--- src/rtl/adc_ser_pkg.sv ---
`timescale 1ns/1ps
package adc_ser_pkg;

  // Pacer states: idle, low phase (timed), high phase (timed), waiting for a step tick
  typedef enum logic [1:0] {
    CK_IDLE = 2'd0,
    CK_LOW  = 2'd1,
    CK_HIGH = 2'd2,
    CK_WAIT = 2'd3
  } ck_state_e;

  localparam int unsigned WORD_W_DEF = 16;
  localparam int unsigned DIV_W_DEF  = 2;
  localparam int unsigned LATE_DEF   = 4;

endpackage

--- src/rtl/adc_ser_rst_sync.sv ---
`timescale 1ns/1ps
module adc_ser_rst_sync #(
  parameter int unsigned STAGES = 2
) (
  input  logic clk,
  input  logic rst_n,
  output logic rst_sync_n
);

  logic [STAGES-1:0] chain_q;
  logic [STAGES-1:0] chain_d;

  always_comb begin
    chain_d = {chain_q[STAGES-2:0], 1'b1};
  end

  always_ff @(posedge clk or negedge rst_n) begin
    if (!rst_n) begin
      chain_q <= '0;
    end else begin
      chain_q <= chain_d;
    end
  end

  assign rst_sync_n = chain_q[STAGES-1];

endmodule

--- src/rtl/adc_ser_conv_track.sv ---
`timescale 1ns/1ps
module adc_ser_conv_track #(
  parameter int unsigned WORD_W = 16
) (
  input  logic              clk,
  input  logic              rst_n,
  input  logic              rd_during,
  input  logic              conv_start,
  input  logic              conv_done,
  input  logic [WORD_W-1:0] result,
  input  logic              frame_active,
  output logic              launch,
  output logic [WORD_W-1:0] launch_word,
  output logic              busy
);

  logic              conv_q, conv_d, conv_en;
  logic [WORD_W-1:0] hold_q, hold_d;
  logic              hold_en;

  // conversion-in-progress flag
  always_comb begin
    conv_en = conv_start | conv_done;
    conv_d  = conv_start;
  end

  // previous result, kept for read-during frames
  always_comb begin
    hold_en = conv_done;
    hold_d  = result;
  end

  always_ff @(posedge clk or negedge rst_n) begin
    if (!rst_n) begin
      conv_q <= 1'b0;
      hold_q <= '0;
    end else begin
      if (conv_en) conv_q <= conv_d;
      if (hold_en) hold_q <= hold_d;
    end
  end

  always_comb begin
    if (rd_during) begin
      launch      = conv_start;
      launch_word = hold_q;
      busy        = conv_q;
    end else begin
      launch      = conv_done;
      launch_word = result;
      busy        = conv_q | frame_active;
    end
  end

endmodule

--- src/rtl/adc_ser_pacer.sv ---
`timescale 1ns/1ps
module adc_ser_pacer
  import adc_ser_pkg::*;
#(
  parameter int unsigned WORD_W = 16,
  parameter int unsigned DIV_W  = 2,
  parameter int unsigned LATE   = 4,
  localparam int unsigned CNT_W = $clog2(WORD_W),
  localparam int unsigned TMR_W = 1 << DIV_W
) (
  input  logic             clk,
  input  logic             rst_n,
  input  logic             rd_during,
  input  logic [DIV_W-1:0] div_sel,
  input  logic             launch,
  input  logic             step_tick,
  input  logic [CNT_W-1:0] bit_idx,
  output logic             load_stb,
  output logic             fall_stb,
  output logic             sclk_raw,
  output logic             active
);

  ck_state_e        st_q, st_d;
  logic [TMR_W-1:0] tmr_q, tmr_d;
  logic             tmr_en;
  logic [TMR_W:0]   half_base;
  logic [TMR_W:0]   half_len;
  logic [TMR_W-1:0] reload;
  logic             late_bit;
  logic             last_bit;
  logic             tmr_zero;

  always_comb begin
    late_bit  = rd_during && (bit_idx >= CNT_W'(WORD_W - LATE));
    last_bit  = (bit_idx == CNT_W'(WORD_W - 1));
    half_base = (TMR_W+1)'(1) << div_sel;
    half_len  = late_bit ? (half_base << 1) : half_base;
    reload    = TMR_W'(half_len - (TMR_W+1)'(1));
    tmr_zero  = (tmr_q == '0);
  end

  always_comb begin
    st_d     = st_q;
    tmr_d    = tmr_q;
    tmr_en   = 1'b0;
    load_stb = 1'b0;
    fall_stb = 1'b0;
    unique case (st_q)
      CK_IDLE: begin
        if (launch) begin
          load_stb = 1'b1;
          if (rd_during) begin
            st_d = CK_WAIT;
          end else begin
            st_d   = CK_LOW;
            tmr_d  = reload;
            tmr_en = 1'b1;
          end
        end
      end
      CK_LOW: begin
        tmr_en = 1'b1;
        if (tmr_zero) begin
          st_d  = CK_HIGH;
          tmr_d = reload;
        end else begin
          tmr_d = tmr_q - TMR_W'(1);
        end
      end
      CK_WAIT: begin
        if (step_tick) begin
          st_d   = CK_HIGH;
          tmr_d  = reload;
          tmr_en = 1'b1;
        end
      end
      CK_HIGH: begin
        tmr_en = 1'b1;
        if (tmr_zero) begin
          fall_stb = 1'b1;
          if (last_bit) begin
            st_d = CK_IDLE;
          end else if (rd_during) begin
            st_d = CK_WAIT;
          end else begin
            st_d  = CK_LOW;
            tmr_d = reload;
          end
        end else begin
          tmr_d = tmr_q - TMR_W'(1);
        end
      end
      default: st_d = CK_IDLE;
    endcase
  end

  always_ff @(posedge clk or negedge rst_n) begin
    if (!rst_n) begin
      st_q  <= CK_IDLE;
      tmr_q <= '0;
    end else begin
      st_q <= st_d;
      if (tmr_en) tmr_q <= tmr_d;
    end
  end

  assign sclk_raw = (st_q == CK_HIGH);
  assign active   = (st_q != CK_IDLE);

endmodule

--- src/rtl/adc_ser_shifter.sv ---
`timescale 1ns/1ps
module adc_ser_shifter #(
  parameter int unsigned WORD_W = 16,
  localparam int unsigned CNT_W = $clog2(WORD_W)
) (
  input  logic              clk,
  input  logic              rst_n,
  input  logic              load_stb,
  input  logic [WORD_W-1:0] load_word,
  input  logic              shift_stb,
  output logic              msb,
  output logic [CNT_W-1:0]  bit_idx
);

  logic [WORD_W-1:0] sh_q, sh_d;
  logic [CNT_W-1:0]  cnt_q, cnt_d;
  logic              sh_en;

  always_comb begin
    sh_en = load_stb | shift_stb;
    if (load_stb) begin
      sh_d  = load_word;
      cnt_d = '0;
    end else begin
      sh_d  = {sh_q[WORD_W-2:0], 1'b0};
      cnt_d = cnt_q + CNT_W'(1);
    end
  end

  always_ff @(posedge clk or negedge rst_n) begin
    if (!rst_n) begin
      sh_q  <= '0;
      cnt_q <= '0;
    end else if (sh_en) begin
      sh_q  <= sh_d;
      cnt_q <= cnt_d;
    end
  end

  assign msb     = sh_q[WORD_W-1];
  assign bit_idx = cnt_q;

endmodule

--- src/rtl/adc_ser_master.sv ---
`timescale 1ns/1ps
module adc_ser_master
  import adc_ser_pkg::*;
#(
  parameter int unsigned WORD_W = WORD_W_DEF,
  parameter int unsigned DIV_W  = DIV_W_DEF,
  parameter int unsigned LATE   = LATE_DEF,
  localparam int unsigned CNT_W = $clog2(WORD_W)
) (
  input  logic              clk,
  input  logic              rst_n,
  input  logic              rd_during,
  input  logic [DIV_W-1:0]  div_sel,
  input  logic              clk_inv,
  input  logic              sync_inv,
  input  logic              conv_start,
  input  logic              conv_done,
  input  logic [WORD_W-1:0] result,
  input  logic              step_tick,
  output logic              sclk,
  output logic              sdout,
  output logic              sync,
  output logic              busy
);

  logic              rst_sync_n;
  logic              launch;
  logic [WORD_W-1:0] launch_word;
  logic              load_stb;
  logic              fall_stb;
  logic              sclk_raw;
  logic              active;
  logic              msb;
  logic [CNT_W-1:0]  bit_idx;

  adc_ser_rst_sync #(.STAGES(2)) u_rst (
    .clk        (clk),
    .rst_n      (rst_n),
    .rst_sync_n (rst_sync_n)
  );

  adc_ser_conv_track #(.WORD_W(WORD_W)) u_track (
    .clk          (clk),
    .rst_n        (rst_sync_n),
    .rd_during    (rd_during),
    .conv_start   (conv_start),
    .conv_done    (conv_done),
    .result       (result),
    .frame_active (active),
    .launch       (launch),
    .launch_word  (launch_word),
    .busy         (busy)
  );

  adc_ser_pacer #(.WORD_W(WORD_W), .DIV_W(DIV_W), .LATE(LATE)) u_pacer (
    .clk       (clk),
    .rst_n     (rst_sync_n),
    .rd_during (rd_during),
    .div_sel   (div_sel),
    .launch    (launch),
    .step_tick (step_tick),
    .bit_idx   (bit_idx),
    .load_stb  (load_stb),
    .fall_stb  (fall_stb),
    .sclk_raw  (sclk_raw),
    .active    (active)
  );

  adc_ser_shifter #(.WORD_W(WORD_W)) u_shift (
    .clk       (clk),
    .rst_n     (rst_sync_n),
    .load_stb  (load_stb),
    .load_word (launch_word),
    .shift_stb (fall_stb),
    .msb       (msb),
    .bit_idx   (bit_idx)
  );

  assign sclk  = sclk_raw ^ clk_inv;
  assign sync  = active ^ sync_inv;
  assign sdout = active & msb;

endmodule

--- config.mk ---
export PLATFORM = sky130hd
export DESIGN_NAME = adc_ser_master
export DESIGN_NICKNAME = d
export VERILOG_FILES = /design/src/rtl/adc_ser_pkg.sv /design/src/rtl/adc_ser_rst_sync.sv /design/src/rtl/adc_ser_conv_track.sv /design/src/rtl/adc_ser_pacer.sv /design/src/rtl/adc_ser_shifter.sv /design/src/rtl/adc_ser_master.sv
export SDC_FILE = /design/constraint.sdc
export NUM_CORES = 1
export LEC_CHECK = 0
export BUFFER_PORTS_ARGS = -buffer_cell sky130_fd_sc_hd__buf_2
export CAP_MARGIN = 20
export CELL_PAD_IN_SITES_DETAIL_PLACEMENT = 0
export CELL_PAD_IN_SITES_GLOBAL_PLACEMENT = 1
export CORE_MARGIN = 2
export CORE_UTILIZATION = 44
export DETAILED_ROUTE_END_ITERATION = 8
export PLACE_DENSITY_LB_ADDON = 0.1
export SLEW_MARGIN = 20
export SYNTH_ARGS = -nofsm -noshare
export SYNTH_HDL_FRONTEND = slang
export SYNTH_SLANG_ARGS = --single-unit
--- constraint.sdc ---
create_clock -name clk -period 3.1 [get_ports clk]
set_input_delay 0.155 -clock clk [delete_from_list [all_inputs] [get_ports clk]]
set_output_delay 0.155 -clock clk [all_outputs]
set_load 0.1 [all_outputs]
==> results list <==
* Sequential Area: 1130 um^2
- Number of filler instances in the final layout: 558
* Number of antenna violations at the first check in global routing: 0
- Compound-Gate Fraction of Synth Area: 16.4%
* Vias in the first global route: 1872
- Measured along the y axis, the die boundary spans 80.2 um.
- Cell area after layout: 2850 um^2
- Core Region: 5570 um^2
* Largest family of logic cells by synthesized area: simple AND/OR/NAND/NOR gates
- Number of H-tree levels: 2
- Max-slew violations: 0
- Most frequent standard cell in the layout excluding fill and tap cells: dfrtp_1
* Cell type of the slowest stage on the worst timing path: dfrtp_1
- Max Buffers Root-to-Sink: 2
- Critical path capture point: u_pacer.tmr_q[2]$_DFFE_PN0P_
* Required time worst endpoint: 3.29 ns
* Worst Setup Start Kind: flip-flop
- Data on the critical path arrives at its endpoint at 2.40 ns.
* Critical path startpoint: u_shift.bit_idx[2]$_DFFE_PN0P_
- First-pass iteration count of the detailed router: 5
* Total negative setup slack: 0 ns
- The synthesized netlist devotes 18.9% of its cell area to simple gates.
- In this run, synthesis inferred 0 flip-flops with an integrated enable.
- Largest net degree at the start of global routing: 44
* Parity-gate share of the synthesized area counting xor and xnor cells: 3.09%
- Relative slew margins: 36.0%
* Final Cycle Share: 71.3%
- The tree is rooted in a clkbuf_8.
* Clock buffer count from CTS: 5
- Reg2reg setup slack: 0.89 ns
- Routed WL: 5.07 mm
- For this design the top-level I/O count stands at 30.
* Number of nets still failing antenna checks after routing: 0
- Wire length of the first global-routing pass: 8.80 mm
* Row Count: 27
* Seq/Total Area, Yosys: 44.1%
* Number of cells upsized or downsized after cts: 0
* Int Pwr: 1.49 mW
- Syn Inst Count: 258
- Critical path depth: 9
* Die Area: 6430 um^2
- Setup violations remaining at the end of the flow were counted as 0.
* Cells taking the most area after synthesis: dfrtp_1 44%, mux2_2 7.1%, nand2_1 5.3%, nor2b_1 5.1%, a211oi_1 4.7%
* Switching fraction of total power: 42.8%
- Worst Setup Path Type: flip-flop to flip-flop
- After Yosys synthesis, full adders, half adders and majority gates account for 3.43% of the synthesized area.
- Vias per std cell: 5.35
* First DRT Iteration DRCs: 104
- Area leader, netlist: dfrtp_1
* Delay of the slowest critical-path stage: 0.40 ns
* Mean instance size in the synthesized netlist: 9.90 um^2
- Area after detailed placement: 2730 um^2
* Critical register-to-register path endpoint: u_pacer.tmr_q[2]$_DFFE_PN0P_
- Die width: 80.2 um
- Synthesized area: 2550 um^2
- Final critical-path required period: 2.21 ns
- The number of different library cells used by synthesis comes to 47.
* CTS tree: built
- Relative to the synthesized area, the layout overhead comes to 11.5%.
- For the pin with the worst max-slew slack, the measured transition is 0.961 ns.
* Path category of the worst min-delay check: input port to flip-flop
- Counting both buffers and inverters, the worst setup path holds a total of 0.
* Fraction of final layout cells with drive strength greater than 1: 23.8%
- IO Port Bufs: 29
- Combinational power share: 49.1%
* Critical path capture point type: flip-flop
* Fraction of synthesis flops using an asynchronous set or reset pin: 100%
- Along the worst path, the maximum fanout reaches 6.
- In the routed design, unresolved DRC markers number 0.
- Sequential cells account for 34.9% of the total power.
* Max_cap viols: 0
- Final core area utilization: 51.1%
- Traced cell by cell, the critical path runs through and3_1 > xor2_1 > nand2b_1 > ha_1 > and3_1 > o21ai_1 > nand4_2 > a221oi_2 > o21ai_2.
- The flow ran to the end, and the final reports show no timing, DRC or antenna violations.
* Maximum vdd ir drop: 0.342 mV
- Commonest cells after routing, fill and taps aside: 44 x dfrtp_1, 36 x nand2_1, 29 x buf_2, 21 x nor2b_1
* Count of antenna diodes in the layout: 0
- After synthesis the netlist holds a flip-flop and latch count of 45.
- Number of cells traversed by the worst register-to-register path: 9
- The initial utilization of the core area, before any placement, comes to 45.8%.
- Routability-driven placement finished with a final weighted congestion of 0.781.
- Yosys synthesis warning count: 0
* Via count: 1893
- Per report_power, the clock group accounts for 16.0% of the total.
- In the synthesized netlist, mux cells make up 9.84% of the area.
* Area occupied by multi-input gates: 1320 um^2
* Post-synth top flop: dfrtp_1
- Family with the most delay on the worst path: simple AND/OR/NAND/NOR gates
* Mapped Nets: 291
- Power per standard cell area: 914 nW/um^2
- Overall global routing resource usage: 17.6%
- Startpoint of the lowest-slack register-to-register path: u_shift.bit_idx[2]$_DFFE_PN0P_
- In the final routed layout, each cell accounts on average for 14.3 um.
- Cell mode on critical path: and3_1
- Detailed placement ended at an HPWL of 3.44 mm.
* Global route total overflow: 0
- Fraction of synthesized cell area taken by the top area cell type: 44.1%
* Clock Skew: 0.00592 ns
- Setup repair after global routing left no endpoint under its margin.
* Leakage power: 1.27 nW
- Net switching component of the power: 1.11 mW
* Number of failing hold endpoints at the final stage: 0
* Max Clock Freq: 452 MHz
- Num Clock Sinks: 45
* Layout net count: 314
- Clock-pin slew was measured on the worst setup and hold paths at 0.09 ns.
- Latest clock arrival within the worst-skew pair: 0.30 ns
logic make-up (layout without fill, tap and decap cells):
logic type,Yosys count,count (layout)
AOI/OAI and AO/OA,58,58
adders and majority gates,7,7
other,1,1
buffers and inverters,24,48
xor gates and xnor gates,9,9
and+or+nand+nor,92,92
DFF,45,45
muxes,22,22
Yosys cell counts (all sizes together) (3+ instances only):
library cell	count
inv	7
and3	3
nand2	37
a21o	5
nor2b	21
nand2b	7
nor3	3
a21oi	3
a31oi	15
dfrtp	45
nor2	11
buf	10
xnor2	5
clkbuf	7
mux2	19
o22ai	3
xor2	4
o21ai	6
ha	7
mux2i	3
a211oi	16
sequential cells by signal, summed over array words and instances (netlist names):
| register | flops |
|---|---|
| u_pacer.st_q | 2 |
| u_rst.chain_q | 2 |
| u_shift.bit_idx | 4 |
| u_track.hold_q | 16 |
| u_pacer.tmr_q | 4 |
| u_shift.sh_q | 16 |
| u_track.conv_q | 1 |
area by class of cell:
type                       instances  area share, %
sequential                        45           39.6
inverter                           7          0.922
tap                               72           3.16
multi-input combinational        189           46.4
clock buffer                       7           3.38
clock inverter                     1          0.307
timing repair buffer              33           6.24
per-stage QoR:
stage          hold slack, ns  setup slack [ns]  total power, mW  cells
2_1_floorplan          -0.141             0.531             1.96    258
3_3_place_gp          -0.0594             0.949             2.19    345
3_5_place_dp          -0.0573             0.916             2.20    345
4_1_cts                0.0400             0.881             2.63    354
5_1_grt                0.0491             0.697             2.81    354
6_report               0.0517             0.889             2.60    354
metal layers:
layer  vias up  routed length (um)  track usage (%)  share of wire (%)
met3         5                 168             3.03                3.3
li1        955                   -                -                  -
met1       897                2580             25.1                 51
met4         0                  43             5.59               0.85
met2        36                2280             27.1                 45
met5         -                   0                0                  0
what timing repair did:
action                                 4_1_cts  5_1_grt
buffers inserted                             0        0
hold buffers                                 1        0
endpoints found under the hold margin        2        0
power groups by stage:
stage                     registers [mW]  clock network, mW  logic (mW)
final                              0.908              0.417        1.28
after global routing               0.937              0.451        1.42
after CTS                          0.909              0.431        1.29
after detailed placement           0.920                  0        1.28
after global placement             0.918                  0        1.27
after floorplan                    0.886                  0        1.07
worst min-delay path by stage:
stage / start / end / slack (ns) / cells after the start
CTS: conv_start / u_track.conv_q$_DFFE_PN0P_ / 0.04 / 2
detailed placement: rst_n / u_rst.chain_q[0]$_DFF_PN0_ / -0.06 / 1
finish: conv_start / u_track.conv_q$_DFFE_PN0P_ / 0.05 / 2
global placement: rst_n / u_rst.chain_q[0]$_DFF_PN0_ / -0.06 / 1
floorplan: rst_n / u_rst.chain_q[0]$_DFF_PN0_ / -0.14 / 0
global route: conv_start / u_track.conv_q$_DFFE_PN0P_ / 0.05 / 2
(Power assumes the default switching activity.)
